[src/rtl/pcseq_pkg.sv]
`timescale 1ns/1ps
package pcseq_pkg;

  // Operation selected for the address register in one cycle.
  typedef enum logic [2:0] {
    OP_HOLD = 3'd0,
    OP_INC  = 3'd1,
    OP_LDLO = 3'd2,
    OP_JUMP = 3'd3,
    OP_CALL = 3'd4,
    OP_RET  = 3'd5,
    OP_IRQ  = 3'd6
  } pc_op_e;

  // Fixed priority: irq > ret > call > jump > low write > increment.
  function automatic pc_op_e pick_op(input logic irq, input logic ret,
                                     input logic call, input logic jmp,
                                     input logic ldlo, input logic inc);
    pc_op_e op;
    if (irq)       op = OP_IRQ;
    else if (ret)  op = OP_RET;
    else if (call) op = OP_CALL;
    else if (jmp)  op = OP_JUMP;
    else if (ldlo) op = OP_LDLO;
    else if (inc)  op = OP_INC;
    else           op = OP_HOLD;
    return op;
  endfunction

  function automatic logic op_pushes(input pc_op_e op);
    return (op == OP_CALL) || (op == OP_IRQ);
  endfunction

  function automatic logic op_pops(input pc_op_e op);
    return (op == OP_RET);
  endfunction

endpackage

[src/rtl/pcseq_arb.sv]
`timescale 1ns/1ps
module pcseq_arb
  import pcseq_pkg::*;
(
  input  logic   inc_i,
  input  logic   lo_wr_i,
  input  logic   jmp_i,
  input  logic   call_i,
  input  logic   ret_i,
  input  logic   irq_i,
  output pc_op_e op_o,
  output logic   push_o,
  output logic   pop_o
);

  pc_op_e op_w;

  always_comb begin
    op_w   = pick_op(irq_i, ret_i, call_i, jmp_i, lo_wr_i, inc_i);
    push_o = op_pushes(op_w);
    pop_o  = op_pops(op_w);
  end

  assign op_o = op_w;

endmodule

[src/rtl/pcseq_stack.sv]
`timescale 1ns/1ps
module pcseq_stack #(
  parameter int PC_W  = 13,
  parameter int DEPTH = 8
) (
  input  logic            clk,
  input  logic            rst_n,
  input  logic            push_i,
  input  logic            pop_i,
  input  logic [PC_W-1:0] push_val_i,
  output logic [PC_W-1:0] pop_val_o
);

  localparam int PTR_W = (DEPTH > 1) ? $clog2(DEPTH) : 1;

  logic [PTR_W-1:0]      ptr_q;
  logic [PTR_W-1:0]      rd_idx;
  logic [DEPTH*PC_W-1:0] slots_flat;

  // Ring pointer: advances on push, retreats on pop, wraps silently.
  function automatic logic [PTR_W-1:0] ring_step(input logic [PTR_W-1:0] p,
                                                 input logic fwd);
    logic [PTR_W:0] nxt;
    if (fwd) nxt = {1'b0, p} + 1'b1;
    else     nxt = {1'b0, p} + (PTR_W+1)'(DEPTH - 1);
    return PTR_W'(nxt % DEPTH);
  endfunction

  assign rd_idx = ring_step(ptr_q, 1'b0);

  always_ff @(posedge clk or negedge rst_n) begin
    if (!rst_n) begin
      ptr_q <= '0;
    end else if (push_i) begin
      ptr_q <= ring_step(ptr_q, 1'b1);
    end else if (pop_i) begin
      ptr_q <= rd_idx;
    end
  end

  for (genvar g = 0; g < DEPTH; g++) begin : g_slot
    logic [PC_W-1:0] slot_q;
    always_ff @(posedge clk or negedge rst_n) begin
      if (!rst_n) begin
        slot_q <= '0;
      end else if (push_i && (ptr_q == PTR_W'(g))) begin
        slot_q <= push_val_i;
      end
    end
    assign slots_flat[g*PC_W +: PC_W] = slot_q;
  end

  assign pop_val_o = slots_flat[rd_idx*PC_W +: PC_W];

endmodule

[src/rtl/pcseq_next.sv]
`timescale 1ns/1ps
module pcseq_next
  import pcseq_pkg::*;
#(
  parameter int PC_W    = 13,
  parameter int LO_W    = 8,
  parameter int JMP_W   = 11,
  parameter int VEC_INT = 4
) (
  input  pc_op_e               op_i,
  input  logic [PC_W-1:0]      pc_i,
  input  logic [PC_W-LO_W-1:0] lat_i,
  input  logic [LO_W-1:0]      data_i,
  input  logic [JMP_W-1:0]     tgt_i,
  input  logic [PC_W-1:0]      pop_val_i,
  output logic [PC_W-1:0]      pc_next_o
);

  localparam int LAT_W  = PC_W - LO_W;
  localparam int PAGE_W = PC_W - JMP_W;

  function automatic logic [PC_W-1:0] f_step(input logic [PC_W-1:0] pc);
    return pc + 1'b1;
  endfunction

  function automatic logic [PC_W-1:0] f_full(input logic [LAT_W-1:0] lat,
                                             input logic [LO_W-1:0] lo);
    return {lat, lo};
  endfunction

  function automatic logic [PC_W-1:0] f_paged(input logic [LAT_W-1:0] lat,
                                              input logic [JMP_W-1:0] tgt);
    return {lat[LAT_W-1 -: PAGE_W], tgt};
  endfunction

  always_comb begin
    unique case (op_i)
      OP_INC:            pc_next_o = f_step(pc_i);
      OP_LDLO:           pc_next_o = f_full(lat_i, data_i);
      OP_JUMP, OP_CALL:  pc_next_o = f_paged(lat_i, tgt_i);
      OP_RET:            pc_next_o = pop_val_i;
      OP_IRQ:            pc_next_o = PC_W'(VEC_INT);
      default:           pc_next_o = pc_i;
    endcase
  end

endmodule

[src/rtl/pcseq_core.sv]
`timescale 1ns/1ps
module pcseq_core
  import pcseq_pkg::*;
#(
  parameter int PC_W    = 13,
  parameter int LO_W    = 8,
  parameter int JMP_W   = 11,
  parameter int DEPTH   = 8,
  parameter int VEC_INT = 4
) (
  input  logic                 clk,
  input  logic                 rst_n,
  input  logic                 inc_i,
  input  logic                 lo_wr_i,
  input  logic                 lat_wr_i,
  input  logic [LO_W-1:0]      wr_data_i,
  input  logic                 jmp_i,
  input  logic                 call_i,
  input  logic [JMP_W-1:0]     tgt_i,
  input  logic                 ret_i,
  input  logic                 irq_i,
  output logic [PC_W-1:0]      pc_o,
  output logic [LO_W-1:0]      lo_rd_o,
  output logic [PC_W-LO_W-1:0] lat_rd_o
);

  localparam int LAT_W = PC_W - LO_W;

  logic [PC_W-1:0]  pc_q;
  logic [PC_W-1:0]  pc_next_w;
  logic [LAT_W-1:0] lat_q;
  pc_op_e           op_w;
  logic             push_w;
  logic             pop_w;
  logic [PC_W-1:0]  pop_val_w;

  pcseq_arb u_arb (
    .inc_i   (inc_i),
    .lo_wr_i (lo_wr_i),
    .jmp_i   (jmp_i),
    .call_i  (call_i),
    .ret_i   (ret_i),
    .irq_i   (irq_i),
    .op_o    (op_w),
    .push_o  (push_w),
    .pop_o   (pop_w)
  );

  pcseq_stack #(.PC_W(PC_W), .DEPTH(DEPTH)) u_stack (
    .clk        (clk),
    .rst_n      (rst_n),
    .push_i     (push_w),
    .pop_i      (pop_w),
    .push_val_i (pc_q),
    .pop_val_o  (pop_val_w)
  );

  pcseq_next #(.PC_W(PC_W), .LO_W(LO_W), .JMP_W(JMP_W), .VEC_INT(VEC_INT)) u_next (
    .op_i      (op_w),
    .pc_i      (pc_q),
    .lat_i     (lat_q),
    .data_i    (wr_data_i),
    .tgt_i     (tgt_i),
    .pop_val_i (pop_val_w),
    .pc_next_o (pc_next_w)
  );

  always_ff @(posedge clk or negedge rst_n) begin
    if (!rst_n) pc_q <= '0;
    else        pc_q <= pc_next_w;
  end

  always_ff @(posedge clk or negedge rst_n) begin
    if (!rst_n)        lat_q <= '0;
    else if (lat_wr_i) lat_q <= wr_data_i[LAT_W-1:0];
  end

  assign pc_o     = pc_q;
  assign lo_rd_o  = pc_q[LO_W-1:0];
  assign lat_rd_o = lat_q;

endmodule

[config.mk]
export PLATFORM = sky130hd
export DESIGN_NAME = pcseq_core
export DESIGN_NICKNAME = d
export VERILOG_FILES = /design/src/rtl/pcseq_pkg.sv /design/src/rtl/pcseq_arb.sv /design/src/rtl/pcseq_stack.sv /design/src/rtl/pcseq_next.sv /design/src/rtl/pcseq_core.sv
export SDC_FILE = /design/constraint.sdc
export NUM_CORES = 1
export LEC_CHECK = 0
export ABC_AREA = 1
export BUFFER_PORTS_ARGS = -buffer_cell sky130_fd_sc_hd__buf_4
export CORE_ASPECT_RATIO = 1.4
export CORE_UTILIZATION = 65
export CTS_CLUSTER_DIAMETER = 150
export DETAILED_ROUTE_END_ITERATION = 6
export HOLD_SLACK_MARGIN = 0.1
export PLACE_DENSITY_LB_ADDON = 0.05
export SLEW_MARGIN = 20
export SYNTH_ARGS = -nofsm -noshare
export SYNTH_HDL_FRONTEND = slang
export SYNTH_SLANG_ARGS = --single-unit
[constraint.sdc]
create_clock -name clk -period 6.65 [get_ports clk]
set_clock_uncertainty 0.15 [all_clocks]
set_input_delay 1.6625 -clock clk [delete_from_list [all_inputs] [get_ports clk]]
set_output_delay 1.6625 -clock clk [all_outputs]
set_load 0.01 [all_outputs]
==> metrics, run 1 <==
most common cell after layout, fill and taps aside=nand2_1; Initial Utilization=67.63%; post-synth top area share=48.36%; fin crit share=51.30%; crit start category=register; synthesis-to-finish area growth=13.35%; DIE WIDTH=86.31 um; Syn Area/Cell=8.056 um2; switching part of the total=43.72%; Die Height=120.0 um; cell taking the most area after synthesis=dfrtp_1; Area contributors post-synth=dfrtp_1 (48%), nand2_1 (17%), o21ai_0 (9.2%), nand3_1 (4.5%), buf_6 (2.1%); GPL Wtd Cong=0.9130; P_sw=1.721 mW; met3 Usage GRT=7.634%; Slowest Stage Delay on Critical Path=540 ps; drt drc=0; filler instances=687; GRT Total Usage=35.37%; final hold vios=0; Post-CTS Hold Buffers=0; CTS tree=built; DRC marker count from the first detailed-route iteration=631; DR WL/cell=17.41 um; Max Slew Vio Count=0; total I/O pin count=54; ant diodes=0; clock sink count=125; CP Buf/Inv Count=3; Leak Pwr=3.532 nW; clock slew at reported path FFs=50 ps; clock buffer depth=2; Netlist cell types=33; critical path cell sequence=buf_4, inv_4, ha_1, xnor2_4, inv_2, a21oi_1, nor2_1, o21ai_0, nand4_1; Crit Path Category=reg2reg; DIE AREA=0.01036 mm2; Data required, critical path=6790 ps; initial antenna violation count=0; synth warn=0; row count=42; layout cell share with drive strength beyond 1=14.30%; Top Usage Layer GRT=met2; port bufs=53; Final min period=3411 ps; H-tree depth=4; routing usage on met1=43.42%; arrival time at the worst endpoint=3550 ps; RSZ-0062 raised after global routing=false; antenna-violating nets left=0; Final Util=76.66%; global route total overflow=0; CTS root buf=clkbuf_16; post-CTS sizing=0; routed vias=5785; final setup fails=0; crit-path leading delay family=buffers and inverters; GR Util met2=60.37%; sequential share of power=32.6%; Clk Latency, worst-skew pair=420 ps; combinational power share=43.2%; asr flop ratio synth=100.0%; Core Area=0.009564 mm2; post-DP HPWL=10560 um; DRT Wirelength=17030 um; R2R Setup Slk=3240 ps; top achievable clock speed=293.1 MHz; Setup TNS=0 ps; Pwr Total=3.937 mW; drt pass-1 iters=5; routed vias/inst=5.915; NumNets Final=869; Most used DFF post-synth=dfrtp_1; max_slew headroom=49.54%; Seq/Total Area, Yosys=48.36%; min-delay worst type=reg2reg; commonest non-fill, non-tap cells in the layout=nand2_1 (292), dfrtp_1 (125), o21ai_0 (119); PD cells=536.9 mW/mm2; Least-Margin Pin Slew=756.9 ps; Peak VDD IR=0.0003283 V; number of flops mapped to enable cells by yosys=0; first-pass GRT wire length=27680 um; setup bufs post-CTS=0; crit path max fanout=56; Post-Syn Nets=839; vias in the first global route=5651; CP endpoint kind=register; Post-Syn Area=0.006469 mm2; Clock Power Share=24.2%; CTS buffer count=17; MaxCap Viol Count=0; cell at the slowest stage of the critical path=xnor2_4; run status=complete, no violations; Power Internal=2.216 mW; Synth Register Bits=125; Synth Instances=803; largest net degree at the start of global routing=85
## power by group through the flow
stage	clock (mW)	combinational, mW	sequential [mW]
after global routing	0.998	1.87	1.32
after detailed placement	0	1.65	1.28
after CTS	0.955	1.67	1.28
after floorplan	0	1.24	1.24
final	0.952	1.70	1.28
after global placement	0	1.61	1.27
## path summary, 6_finish.rpt
| path | cells past startpoint | endpoint | from |
|---|---|---|---|
| worst max-delay path | 9 | pc_o[1]$_DFFE_PN0P_ | u_stack.ptr_q[0]$_DFFE_PN0P_ |
| worst max register to register | 9 | pc_o[1]$_DFFE_PN0P_ | u_stack.ptr_q[0]$_DFFE_PN0P_ |
| worst min-delay path | 2 | u_stack.g_slot[3].slot_q[7]$_DFFE_PN0P_ | u_stack.g_slot[3].slot_q[7]$_DFFE_PN0P_ |
| min in group asynchronous | 1 | u_stack.g_slot[0].slot_q[12]$_DFFE_PN0P_ | rst_n |
| worst min register to register | 2 | u_stack.g_slot[3].slot_q[7]$_DFFE_PN0P_ | u_stack.g_slot[3].slot_q[7]$_DFFE_PN0P_ |
| max in group asynchronous | 2 | lat_rd_o[4]$_DFFE_PN0P_ | rst_n |
## cell usage after synthesis, types with 2 or more instances
library cell	number
a21oi_1	22
a22oi_1	5
buf_2	16
buf_4	15
buf_6	12
clkbuf_1	2
clkinv_1	2
dfrtp_1	125
ha_1	8
inv_1	34
inv_2	4
mux2_2	4
nand2_1	292
nand2_2	4
nand2_4	2
nand3_1	58
nand3_2	8
nand4_1	14
nor2_1	33
nor2_4	4
nor3_1	3
o21ai_0	119
xor2_1	7
## area by class of cell
cell class | instances | area, um2 | share of cell area [%]
Sequential cell | 125 | 3128 | 42.66
Multi-Input combinational cell | 591 | 2840 | 38.74
Clock buffer | 19 | 442.9 | 6.041
Timing Repair Buffer | 56 | 424.2 | 5.785
Clock inverter | 13 | 166.4 | 2.270
Inverter | 42 | 165.2 | 2.253
Tap cell | 132 | 165.2 | 2.253
## worst register-to-register path, stage by stage, from the launching register on
cell and delay (ps):
dfrtp_1 320, buf_4 530, inv_4 430, ha_1 410, xnor2_4 540, inv_2 330, a21oi_1 290, nor2_1 70
o21ai_0 100, nand4_1 110
## per-layer routing
layer	vias to the layer above	part of all wire (%)
li1	2672	-
met1	2806	41
met2	266	51
met3	41	5.9
met4	0	2.8
met5	-	0
## metrics by stage
stage,cell area (um2),hold WS (ps),worst slack [ps],cells
6_report,7332,333.0,3239,978
5_1_grt,7332,359.6,3079,978
4_1_cts,7328,336.1,3354,978
3_5_place_dp,6719,322.5,3354,946
3_3_place_gp,6719,315.5,3400,946
2_1_floorplan,6469,302.9,3836,803
## sequential cells by signal, indices dropped and copies added, names as in the netlist
register and cells:
pc_o 13, lat_rd_o 5, u_stack.g_slot.slot_q 104, u_stack.ptr_q 3
## cells by family after synthesis
logic type      Yosys count  share of synthesized area (%)
flops                   125                          48.36
compound gates          151                          12.19
simple gates            420                          28.10
mux                       4                         0.6963
xor+xnor                  8                          1.373
fa+ha+maj                 8                          1.547
buf+inv                  87                          7.737
(Power assumes the default switching activity.)
==> run 2: changes to the inputs <==
--- a/config.mk
+++ b/config.mk
@@ -8,7 +8,7 @@
 export ABC_AREA = 1
 export BUFFER_PORTS_ARGS = -buffer_cell sky130_fd_sc_hd__buf_4
 export CORE_ASPECT_RATIO = 1.4
-export CORE_UTILIZATION = 65
+export CORE_UTILIZATION = 54
 export CTS_CLUSTER_DIAMETER = 150
 export DETAILED_ROUTE_END_ITERATION = 6
 export HOLD_SLACK_MARGIN = 0.1
==> constraint.sdc (replaced) <==
create_clock -name clk -period 3.1 [get_ports clk]
set_clock_uncertainty 0.15 [all_clocks]
set_input_delay 0.775 -clock clk [delete_from_list [all_inputs] [get_ports clk]]
set_output_delay 0.775 -clock clk [all_outputs]
set_load 0.01 [all_outputs]
==> run 2 against run 1 <==
- total power up 110%
- cell area up 0.53%
- die area up 20%
- first-iteration DRC count down 27%
- register-to-register slack worse by 2600 ps
- critical path depth up 1
- worst hold slack worse by 150 ps
- maximum frequency up 41%
- wire length up 2.3%
- combinational power up 110%
- non-clock buffer count up 3
==> metrics, run 2 (same netlist as run 1, synthesis figures left out) <==
run status=complete, no violations (unchanged); RSZ-0062 raised after global routing=false (unchanged); Post-CTS Hold Buffers=0 (unchanged); met1 WL=7105 um (was 6911 um); total I/O pin count=54 (unchanged); cell at the slowest stage of the critical path=dfrtp_1 (was xnor2_4); initial antenna violation count=0 (unchanged); met2 wire length=8858 um (was 8634 um); vias in the first global route=5565 (was 5651); DIE WIDTH=94.50 um (was 86.31 um); Die Height=131.5 um (was 120.0 um); critical path cell sequence=inv_4, ha_1, inv_2, nand3_1, nand2_1, nand2_1, nand2_1, nor2_1, nor2_1, a21oi_1 (was buf_4, inv_4, ha_1, xnor2_4, inv_2, a21oi_1, nor2_1, o21ai_0, nand4_1); Max Slew Vio Count=0 (unchanged); commonest non-fill, non-tap cells in the layout=nand2_1 (292), dfrtp_1 (125), o21ai_0 (119) (unchanged); ant diodes=0 (unchanged); Least-Margin Pin Slew=621.5 ps (was 756.9 ps); Slowest Stage Delay on Critical Path=510 ps (was 540 ps); max_slew headroom=58.52% (was 49.54%); Peak VDD IR=0.0006087 V (was 0.0003283 V); CP endpoint kind=register (unchanged); DRT Wirelength=17420 um (was 17030 um); drt pass-1 iters=5 (unchanged); Setup TNS=0 ps (unchanged); PD cells=1135 mW/mm2 (was 536.9 mW/mm2); port bufs=53 (unchanged); most common cell after layout, fill and taps aside=nand2_1 (unchanged); CTS tree=built (unchanged); arrival time at the worst endpoint=2570 ps (was 3550 ps); CTS root buf=clkbuf_16 (unchanged); top achievable clock speed=412.6 MHz (was 293.1 MHz); row count=46 (was 42); final setup fails=0 (unchanged); largest net degree at the start of global routing=51 (was 85); clock buffer depth=2 (unchanged); routed vias=5686 (was 5785); post-CTS sizing=0 (unchanged); clock slew at reported path FFs=60 ps (was 50 ps); DIE AREA=0.01243 mm2 (was 0.01036 mm2); max FFs per register=104 (unchanged); Final WS setup=676.3 ps (was 3239 ps); post-DP HPWL=11340 um (was 10560 um); global route total overflow=0 (unchanged); layout cell share with drive strength beyond 1=14.49% (was 14.30%); routed vias/inst=5.726 (was 5.915); dpl ws=635.8 ps (was 3354 ps); CTS buffer count=17 (unchanged); Reg with most FFs=u_stack.g_slot.slot_q (unchanged); filler instances=1050 (was 687); setup bufs post-CTS=0 (unchanged); antenna-violating nets left=0 (unchanged); GPL Wtd Cong=0.8998 (was 0.9130); fin crit share=78.19% (was 51.30%); Initial Utilization=56.20% (was 67.63%); drt drc=0 (unchanged); DRC marker count from the first detailed-route iteration=463 (was 631); Core Area=0.01151 mm2 (was 0.009564 mm2); H-tree depth=4 (unchanged); NumNets Final=872 (was 869); Clk Latency, worst-skew pair=420 ps (about the same); Most common cell on crit path=nand2_1; Leak Pwr=3.549 nW (was 3.532 nW); first-pass GRT wire length=28380 um (was 27680 um); Final min period=2424 ps (was 3411 ps); Post-DP Area=0.006769 mm2 (was 0.006719 mm2); crit start category=register (unchanged); GRT Total Usage=30.31% (was 35.37%); Data required, critical path=3250 ps (was 6790 ps); MaxCap Viol Count=0 (unchanged); final instance area=0.007371 mm2 (was 0.007332 mm2); clock sink count=125 (unchanged); final hold vios=0 (unchanged); min-delay worst type=in2async (was reg2reg); Crit Path Category=reg2reg (unchanged); Top Layer Used=met4 (unchanged); crit path max fanout=27 (was 56); DR WL/cell=17.54 um (was 17.41 um); synthesis-to-finish area growth=13.95% (was 13.35%); DR WL met3=938 um (was 1008 um)
run 2: critical path, delay by kind of cell, from the launching register on:
kind	cells	cell delay (ps)
AND/OR/NAND/NOR	6	680
buffers and inverters	2	520
flip-flops	1	510
adder cells (fa/ha/maj)	1	330
AO/OA/AOI/OAI	1	90
run 2: metal layers:
metal | up-vias | global-route usage, %
met5 | - | 0
met4 | 0 | 11.70
met3 | 50 | 6.134
met2 | 230 | 51.05
met1 | 2722 | 37.66
li1 | 2684 | -
run 2: metrics by stage:
stage | util [%] | std cells | hold slack, ps | power [mW]
floorplan | - | 803 | 302.9 | 5.338
global placement | 58.80 | 961 | 315.3 | 6.203
detailed placement | 58.80 | 961 | 323.5 | 6.290
CTS | 64.03 | 993 | 201.6 | 8.344
global route | 64.03 | 993 | 211.1 | 8.944
finish | 64.03 | 993 | 178.2 | 8.369
run 2: power breakdown:
part | internal (mW) | switching (mW)
Clock | 1.30 | 0.717
Sequential | 2.30 | 0.486
Combinational | 1.18 | 2.39
Total | 4.78 | 3.59
run 2: final timing paths:
path	start	end	slack (ps)	cells past startpoint
worst min register to register	u_stack.g_slot[6].slot_q[11]$_DFFE_PN0P_	u_stack.g_slot[6].slot_q[11]$_DFFE_PN0P_	330	2
worst max register to register	u_stack.ptr_q[0]$_DFFE_PN0P_	pc_o[8]$_DFFE_PN0P_	680	10
worst max-delay path	u_stack.ptr_q[0]$_DFFE_PN0P_	pc_o[8]$_DFFE_PN0P_	680	10
min in group clk	u_stack.g_slot[6].slot_q[11]$_DFFE_PN0P_	u_stack.g_slot[6].slot_q[11]$_DFFE_PN0P_	330	2
worst min-delay path	rst_n	u_stack.g_slot[7].slot_q[12]$_DFFE_PN0P_	180	1
max in group asynchronous	rst_n	u_stack.g_slot[1].slot_q[7]$_DFFE_PN0P_	1900	2
run 2: area by class of cell:
cell class / instances / area [um2] / area share [%]
sequential: 125 / 3128 / 42.44
multi-input combinational: 591 / 2840 / 38.53
clock buffer: 21 / 460.4 / 6.247
timing repair buffer: 59 / 455.4 / 6.179
tap: 144 / 180.2 / 2.444
inverter: 42 / 165.2 / 2.241
clock inverter: 11 / 141.4 / 1.918
